`src/rtl/gpb_pkg.sv`:
```
package gpb_pkg;

    localparam int CTRL_W = 10;   // implemented bits of a pin control word
    localparam int BIT_STS = 7;   // write-one-to-clear status position

    // Control word bits 9..1, MSB first; bit 0 is the pad value.
    typedef struct packed {
        logic pull_up;
        logic pull_en;
        logic sts;
        logic ie;
        logic ty;
        logic lo;
        logic hi;
        logic oe;
        logic dout;
    } pin_cfg_t;

    typedef enum logic [2:0] {
        DET_NONE,
        DET_RISE,
        DET_FALL,
        DET_BOTH,
        DET_LVL_HI,
        DET_LVL_LO
    } det_mode_t;

    function automatic det_mode_t decode_mode(logic hi, logic lo, logic ty);
        det_mode_t m;
        if (ty) begin
            if (hi && lo)      m = DET_BOTH;
            else if (hi)       m = DET_RISE;
            else if (lo)       m = DET_FALL;
            else               m = DET_NONE;
        end else begin
            if (hi && !lo)     m = DET_LVL_HI;
            else if (lo && !hi) m = DET_LVL_LO;
            else               m = DET_NONE;
        end
        return m;
    endfunction

    function automatic logic detect(det_mode_t m, logic cur, logic prv);
        logic hit;
        case (m)
            DET_RISE:   hit = cur && !prv;
            DET_FALL:   hit = !cur && prv;
            DET_BOTH:   hit = cur ^ prv;
            DET_LVL_HI: hit = cur;
            DET_LVL_LO: hit = !cur;
            default:    hit = 1'b0;
        endcase
        return hit;
    endfunction

endpackage

```
`src/rtl/gpb_sync.sv`:
```
module gpb_sync #(
    parameter int WIDTH = 32
) (
    input  logic             clk,
    input  logic             rst,
    input  logic [WIDTH-1:0] async_in,
    output logic [WIDTH-1:0] sync_out
);
    logic [WIDTH-1:0] stage1_q;
    logic [WIDTH-1:0] stage2_q;

    always_ff @(posedge clk) begin
        if (rst) begin
            stage1_q <= '0;
            stage2_q <= '0;
        end else begin
            stage1_q <= async_in;
            stage2_q <= stage1_q;
        end
    end

    assign sync_out = stage2_q;
endmodule

```
`src/rtl/gpb_pin.sv`:
```
module gpb_pin
    import gpb_pkg::*;
(
    input  logic              clk,
    input  logic              rst,
    input  logic              wr_en,
    input  logic [CTRL_W-1:0] wdata,
    input  logic              pad_s,
    output pin_cfg_t          cfg_o,
    output logic [CTRL_W-1:0] rd_o
);
    pin_cfg_t  cfg_q;
    pin_cfg_t  wr_cfg;
    logic      prev_q;
    logic      hit;
    logic      clr_req;
    det_mode_t mode;

    assign wr_cfg  = pin_cfg_t'(wdata[CTRL_W-1:1]);
    assign clr_req = wr_en && wdata[BIT_STS];
    assign mode    = decode_mode(cfg_q.hi, cfg_q.lo, cfg_q.ty);
    assign hit     = detect(mode, pad_s, prev_q);

    always_ff @(posedge clk) begin
        if (rst) begin
            cfg_q  <= '0;
            prev_q <= 1'b0;
        end else begin
            prev_q <= pad_s;
            if (wr_en) begin
                cfg_q.dout    <= wr_cfg.dout;
                cfg_q.oe      <= wr_cfg.oe;
                cfg_q.hi      <= wr_cfg.hi;
                cfg_q.lo      <= wr_cfg.lo;
                cfg_q.ty      <= wr_cfg.ty;
                cfg_q.ie      <= wr_cfg.ie;
                cfg_q.pull_en <= wr_cfg.pull_en;
                cfg_q.pull_up <= wr_cfg.pull_up;
            end
            // a detection in the same cycle outranks the clear
            if (hit)          cfg_q.sts <= 1'b1;
            else if (clr_req) cfg_q.sts <= 1'b0;
        end
    end

    assign cfg_o = cfg_q;
    assign rd_o  = {cfg_q, pad_s};

    // a clear without a competing hit empties the status
    assert_w1c_R8: assert property (@(posedge clk) disable iff (rst)
        (clr_req && !hit) |=> !cfg_q.sts);

    // status holds until cleared
    assert_sticky_R8: assert property (@(posedge clk) disable iff (rst)
        (cfg_q.sts && !clr_req) |=> cfg_q.sts);

    // rising edge in rising-only mode is captured
    assert_rise_R6: assert property (@(posedge clk) disable iff (rst)
        (cfg_q.ty && cfg_q.hi && !cfg_q.lo && pad_s && !prev_q) |=> cfg_q.sts);

    // idle mode never raises status
    assert_idle_R11: assert property (@(posedge clk) disable iff (rst)
        (!cfg_q.sts && !cfg_q.ty && (cfg_q.hi == cfg_q.lo)) |=> !cfg_q.sts);

    // settings other than status only move on a write
    assert_hold_R3: assert property (@(posedge clk) disable iff (rst)
        !wr_en |=> $stable({cfg_q.pull_up, cfg_q.pull_en, cfg_q.ie, cfg_q.ty,
                            cfg_q.lo, cfg_q.hi, cfg_q.oe, cfg_q.dout}));
endmodule

```
`src/rtl/gpio_irq_bank.sv`:
```
module gpio_irq_bank
    import gpb_pkg::*;
#(
    parameter int NUM_PINS   = 32,   // at most 32
    parameter int ADDR_W     = 6,
    parameter int DATA_W     = 32,
    parameter int STS_OFFSET = 32
) (
    input  logic                clk,
    input  logic                rst,
    input  logic [ADDR_W-1:0]   bus_addr,
    input  logic                bus_we,
    input  logic [DATA_W-1:0]   bus_wdata,
    output logic [DATA_W-1:0]   bus_rdata,
    input  logic [NUM_PINS-1:0] pad_in,
    output logic [NUM_PINS-1:0] pad_out,
    output logic [NUM_PINS-1:0] pad_oe,
    output logic [NUM_PINS-1:0] pad_pull_en,
    output logic [NUM_PINS-1:0] pad_pull_up,
    output logic                irq
);
    localparam int IDX_W = (NUM_PINS > 1) ? $clog2(NUM_PINS) : 1;
    localparam logic [ADDR_W-1:0] PIN_LIMIT = ADDR_W'(NUM_PINS);
    localparam logic [ADDR_W-1:0] STS_ADDR  = ADDR_W'(STS_OFFSET);

    logic [NUM_PINS-1:0] pad_s;
    logic [NUM_PINS-1:0] wr_sel;
    logic [NUM_PINS-1:0] sts_vec;
    logic [NUM_PINS-1:0] ie_vec;
    logic [CTRL_W-1:0]   pin_rd [NUM_PINS];
    logic                irq_q;

    gpb_sync #(.WIDTH(NUM_PINS)) u_sync (
        .clk      (clk),
        .rst      (rst),
        .async_in (pad_in),
        .sync_out (pad_s)
    );

    for (genvar i = 0; i < NUM_PINS; i++) begin : g_pin
        pin_cfg_t cfg;

        assign wr_sel[i] = bus_we && (bus_addr == ADDR_W'(i));

        gpb_pin u_pin (
            .clk   (clk),
            .rst   (rst),
            .wr_en (wr_sel[i]),
            .wdata (bus_wdata[CTRL_W-1:0]),
            .pad_s (pad_s[i]),
            .cfg_o (cfg),
            .rd_o  (pin_rd[i])
        );

        assign pad_out[i]     = cfg.dout;
        assign pad_oe[i]      = cfg.oe;
        assign pad_pull_en[i] = cfg.pull_en;
        assign pad_pull_up[i] = cfg.pull_up;
        assign sts_vec[i]     = cfg.sts;
        assign ie_vec[i]      = cfg.ie;
    end

    always_comb begin
        bus_rdata = '0;
        if (bus_addr < PIN_LIMIT)
            bus_rdata = DATA_W'(pin_rd[bus_addr[IDX_W-1:0]]);
        else if (bus_addr == STS_ADDR)
            bus_rdata = DATA_W'(sts_vec);
    end

    always_ff @(posedge clk) begin
        if (rst) irq_q <= 1'b0;
        else     irq_q <= |(sts_vec & ie_vec);
    end

    assign irq = irq_q;

    // one write reaches at most one pin
    assert_onehot_sel_R2: assert property (@(posedge clk) disable iff (rst)
        $onehot0(wr_sel));

    // the line only rises when some pin was enabled the cycle before
    assert_irq_enable_R10: assert property (@(posedge clk) disable iff (rst)
        irq |-> $past(|ie_vec));
endmodule

```
`config.mk`:
```
export PLATFORM = sky130hd
export DESIGN_NAME = gpio_irq_bank
export DESIGN_NICKNAME = d
export VERILOG_FILES = /design/src/rtl/gpb_pkg.sv /design/src/rtl/gpb_sync.sv /design/src/rtl/gpb_pin.sv /design/src/rtl/gpio_irq_bank.sv
export SDC_FILE = /design/constraint.sdc
export NUM_CORES = 1
export LEC_CHECK = 0
export CAP_MARGIN = 20
export CELL_PAD_IN_SITES_DETAIL_PLACEMENT = 1
export CELL_PAD_IN_SITES_GLOBAL_PLACEMENT = 1
export CORE_UTILIZATION = 45
export CTS_CLUSTER_SIZE = 12
export DETAILED_ROUTE_END_ITERATION = 12
export PLACE_DENSITY = 0.91
export SLEW_MARGIN = 20
export SYNTH_ARGS = -nofsm -noshare
export SYNTH_HDL_FRONTEND = slang
export SYNTH_HIERARCHICAL = 1
export SYNTH_SLANG_ARGS = --single-unit
```
`constraint.sdc`:
```
create_clock -name clk -period 2.93 [get_ports clk]
set_clock_uncertainty 0.1 [all_clocks]
set_input_delay 0.586 -clock clk [delete_from_list [all_inputs] [get_ports clk]]
set_output_delay 0.586 -clock clk [all_outputs]
set_load 0.005 [all_outputs]
```
### Word-level counts from Yosys, hierarchy flattened

Index checks and enable logic that the tools add are counted.

| storage, ports and cells | value |
|---|---|
| flip-flop bits (word level) | 385 |
| bits of input ports | 73 |
| output and inout bits | 161 |

| operators by class | value |
|---|---|
| magnitude comparators | 2 |
| equal/unequal tests | 192 |
| mux-type cells | 293 |
| bitwise operators | 34 |
| reduce and logical (&&, ||, !) cells | 386 |

Operators with widths:

| cell | number |
|---|---|
| 3-bit 2-to-1 mux | 160 |
| 1-bit logical AND | 224 |
| 3-bit by 2-bit == test with 1-bit output (second input constant) | 64 |
| 3-bit == test (second input constant) | 64 |
| 1-bit one-hot mux with 5 select lines | 32 |
| 1-bit logical NOT | 128 |
| 3-bit by 1-bit == test with 1-bit output (second input constant) | 32 |
| 6-bit by 5-bit == test with 1-bit output (second input constant) | 16 |
| 1-bit 2-to-1 mux | 64 |
| 2-bit 2-to-1 mux | 32 |
| 32-bit 2-to-1 mux | 2 |
| 2-bit nonzero test | 32 |
| 10-bit binary-select mux with 5-bit select | 1 |
| 6-bit by 4-bit == test with 1-bit output (second input constant) | 8 |
| 32-bit bitwise AND | 1 |
| 32-bit OR reduction | 1 |
| 1-bit XOR | 32 |
| 6-bit by 3-bit == test with 1-bit output (second input constant) | 4 |
| 10-bit 2-to-1 mux | 2 |
| 6-bit by 2-bit == test with 1-bit output (second input constant) | 2 |
| 6-bit by 1-bit == test with 1-bit output (second input constant) | 1 |
| 6-bit == test (second input constant) | 1 |
| 6-bit greater-or-equal comparator (second input constant) | 1 |
| 6-bit logical NOT | 1 |
| 2 further kinds | 2 |

### Depth between registers and ports, before layout

| depth | value |
|---|---|
| word-level depth | 8 |
| gate-level depth with buffers | 10 |
| gate-level depth less buffers | 6 |

### Modules after synthesis

Netlist, hierarchy kept.

By module, submodules not included:

| module | times used | cells each | area an instance (um^2) | seq. area each (um^2) |
|---|---|---|---|---|
| gpb_pin | 32 | 59 | 541.8 | 200.2 |
| gpio_irq_bank | 1 | 460 | 3477.1 | 20.0 |
| gpb_sync | 1 | 135 | 1918.1 | 1281.2 |

### Worst setup path before layout

No wires, ideal clock.

| timing | value |
|---|---|
| path kind | input port to output port |
| from | input port bus_addr[0] |
| to | output port bus_rdata[9] |
| arrival | 2.009 ns |
| path slack | 0.235 ns |
| cell stages on the path | 8 |
| buffers on the path | 3 |
| cells stage by stage | buf_4 > buf_12 > buf_8 > mux2i_1 > a22oi_1 > a21oi_1 > or4_1 > o21ai_1 |

| on the way | value |
|---|---|
| longest elaborated chain between the ends | 5 |
| elaborated cells between the ends (all ways) | 8 |
| classes of those cells | 1 x order compare; 1 x eq/ne; 5 x mux; 1 x bitwise |

RTL lines:

| element | line | source |
|---|---|---|
| start, declared | gpio_irq_bank.sv:11 | `input logic [ADDR_W-1:0] bus_addr,` |
| 5-bit NOT with 6-bit output (not written as such) | gpio_irq_bank.sv:66 | `bus_rdata = DATA_W'(pin_rd[bus_addr[IDX_W-1:0]]);` |
| 10-bit binary-select mux with 5-bit select | gpio_irq_bank.sv:66 |  |
| 10-bit 2-to-1 mux (not written as such) (2 in a row) | gpio_irq_bank.sv:66 |  |
| 32-bit 2-to-1 mux * | gpio_irq_bank.sv:65 | `if (bus_addr < PIN_LIMIT)` |
| end, declared | gpio_irq_bank.sv:14 | `output logic [DATA_W-1:0] bus_rdata,` |

Mark *: on every way between the ends. The rest lies on a longest branch, timed or not. The select of a mux whose other input is x is not followed.

### Final worst setup path

| timing | value |
|---|---|
| from | register g_pin[17].u_pin.cfg_q, in the netlist g_pin[17].u_pin/cfg_o[1] |
| to | output port bus_rdata[2] |

| on the way | value |
|---|---|
| longest elaborated chain between the ends | 4 |

RTL lines:

| element | line | source |
|---|---|---|
| start, declared | gpb_pin.sv:12 | `pin_cfg_t cfg_q;` |
| 10-bit binary-select mux with 5-bit select | gpio_irq_bank.sv:66 |  |
| 10-bit 2-to-1 mux (not written as such) (2 in a row) | gpio_irq_bank.sv:66 |  |
| 32-bit 2-to-1 mux | gpio_irq_bank.sv:65 |  |

No other way between the ends. The select of a mux whose other input is x is not followed.

==> metrics.cfg <==
[floorplan]
fp.dieW_um = 227
core_area_um2 = 49400
start_util_pct = 46.1
die_h_um = 227
dieArea_um2 = 51400
rows = 81
io_pins = 234

[sta]
tns_ns = -3.97
tightest_slew_ns = 0.738
fmax_ghz = 0.305
min_period_ns = 3.28
setup_viol = 25
hold_viol = 0
whs_ns = 0.325
slew-limit-headroom_pct = 50.3
rsz0062_at_grt = yes
layout_setup_ws_ns = -0.352
report.final.slew_viol_count = 0
finalCritPeriodShare_pct = 112

[setup_path]
slowest_delay_ns = 0.56
crit_chain = mux2i_1 > a22oi_1 > a21oi_2 > or4_4 > o21ai_4 > clkbuf_2
cp_slowest_cell = or4_4
endpoint_kind = output pin
cp_num_buf_inv = 1
required_ns = 2.24
worstPathMaxFanout = 2
cp-start-kind = flop
crit_type = reg -> out
critPathArrivalTime_ns = 2.60
critical-path-top-delay-family = compound AO/OA/AOI/OAI gates

[placement]
portBuffers = 210
placed_area_um2 = 24900
hpwl_um = 60100
routabilityCongestion = 0.952

[clocking]
cts-htree-levels = 2
ctsHoldBuffers = 0
clockBufferDepth = 3
cts-buffers-inserted = 43
clk_pin_slew_ns = 0.06
cts.sinks = 385
cts_tree = done
clock_latency_ns = 0.59
root_buffer = clkbuf_16

[yosys]
syn-instance-count = 2483
synth_cell_types = 35
yosysWarningCount = 6
yosysSeqAreaShare_pct = 33.9
synth_ff_type = dfxtp_1
yosys.area.top_type = dfxtp_1
synth_edf_count = 0
synth.top_cell.area_share_pct = 33.9
syn_avg_cell_area_um2 = 9.15
ys_seq_elements = 385
synth_common_cells = mux2i_1 (416), dfxtp_1 (385), buf_4 (358)
yosysMostFrequentCell = mux2i_1
synthTopCellsByArea = dfxtp_1 (34%), mux2i_1 (18%), buf_4 (12%), ha_1 (7.0%), nor2_1 (5.3%)
synthArstFlopShare_pct = 0
syn-num-nets = 2684
syn_area_um2 = 22700

[global_routing]
grt_start_max_net_pins = 66
grt_pass1_vias = 22100
grt_usage_pct = 36.1
antenna_found_initial = 3
grt_pass1_wl_um = 139000
grt_overflow = 0

[power_and_ir_drop]
total_power_mw = 12.2
power_leakage_nw = 10.8
power.density_nw_per_um2 = 438
ir_drop_mv = 0.365

[route]
initialDrtViolationCount = 1900
wl_um = 95800
drc = 0
wl_per_cell_um = 28.7
vias = 20500
via_per_inst = 6.14
ant_nets = 0
dr.pass1.iters = 5

[layout]
final_nets = 2838
design_area_um2 = 27800
drive_gt1_share_pct = 24.0
fin_util_pct = 56.3
area_growth_pct = 22.3

[job]
maxCapViolations = 0

[run_status]
status = finished, violations left
violations = setup timing

[worst_hold_path]
hp-class = reg -> reg

-- worst reg2reg max path, delay by kind of cell, from the launching register on --
kind	cells	cell delay, ns
AO/OA/AOI/OAI	1	0.38
AND/OR/NAND/NOR	3	1.00
buffers and inverters	1	0.18
flip-flops	1	0.33
-- routing by layer --
metal  wire length [um]  vias to the layer above  global-route usage, %
met4               7250                        2                   24.8
met1              34700                    10100                   39.8
li1                   -                     8558                      -
met5                 13                        -                      0
met2              45000                     1251                   60.7
met3               8850                      504                   9.55
-- power by group --
part	switching (mW)	internal [mW]	total, mW
Clock	2.37	3.10	5.47
Sequential	0.0498	5.30	5.35
Combinational	0.761	0.603	1.36
-- logic make-up (layout without fill, tap and decap cells) --
kind of cell               count (synthesis)  after routing  share of synthesized area [%]
DFF                                      385            385                           33.9
other                                      0              3                              0
buffers and inverters                    565            745                           16.2
muxes                                    416            416                           18.3
and+or+nand+nor                          683            687                           15.5
adders and majority gates                128            128                           7.05
AOI/OAI and AO/OA                        306            306                           9.03
-- flip-flops by register name, indices dropped and copies added, names as in the netlist --
register	flops
u_sync/stage1_q	32
irq	1
g_pin.u_pin/cfg_o	288
u_sync/sync_out	32
g_pin.u_pin/prev_q	32
-- placed cells by master, fill, tap and decap left out, types with 22 or more instances in the layout --
cell type        count
nand3_1             65
nor2b_2             61
buf_4              260
a21oi_1             51
a211oi_1            64
nor3_1              32
buf_12              31
mux2i_1            397
o211ai_1            32
dfxtp_1            379
a31oi_1             32
nand4b_1            32
nand2_1             44
a22oi_2             46
nor2b_1             36
nand3b_1            33
clkdlybuf4s50_1    172
clkbuf_16           47
nor2_1             321
a22oi_1             50
buf_6               49
inv_1              128
ha_1               128
and2_4              22
-- final timing paths --
check | start | end | slack, ns | cells past startpoint
setup / recovery | g_pin[17].u_pin/cfg_o[1] | bus_rdata[2] | -0.35 | 6
hold / removal | u_sync/stage1_q[11] | u_sync/sync_out[11] | 0.33 | 1
setup reg to reg | g_pin[16].u_pin/cfg_o[6] | irq | 0.80 | 5
hold reg to reg | u_sync/stage1_q[11] | u_sync/sync_out[11] | 0.33 | 1
-- stage by stage --
step                setup slack [ns]  instances
finish                        -0.352       3334
global route                  -0.332       3332
CTS                           -0.363       3325
detailed placement             -1.21       3204
global placement               -1.19       3204
floorplan                      0.235       2483
-- area by class of cell --
cell class,count,area [um^2]
Multi-Input combinational cell,1537,12000
Clock inverter,13,115
Antenna cell,3,7.51
Tap cell,664,831
Sequential cell,385,7710
Clock buffer,62,1270
Fill cell,5426,21500
Inverter,128,480
Timing Repair Buffer,542,5370
-- timing repair --
action                     CTS  global route
cloned                      15             3
setup buffers               35            17
gates resized for setup    290            88
setup endpoints to repair   32            31
pin swaps                   55            58
(Power assumes the default switching activity.)
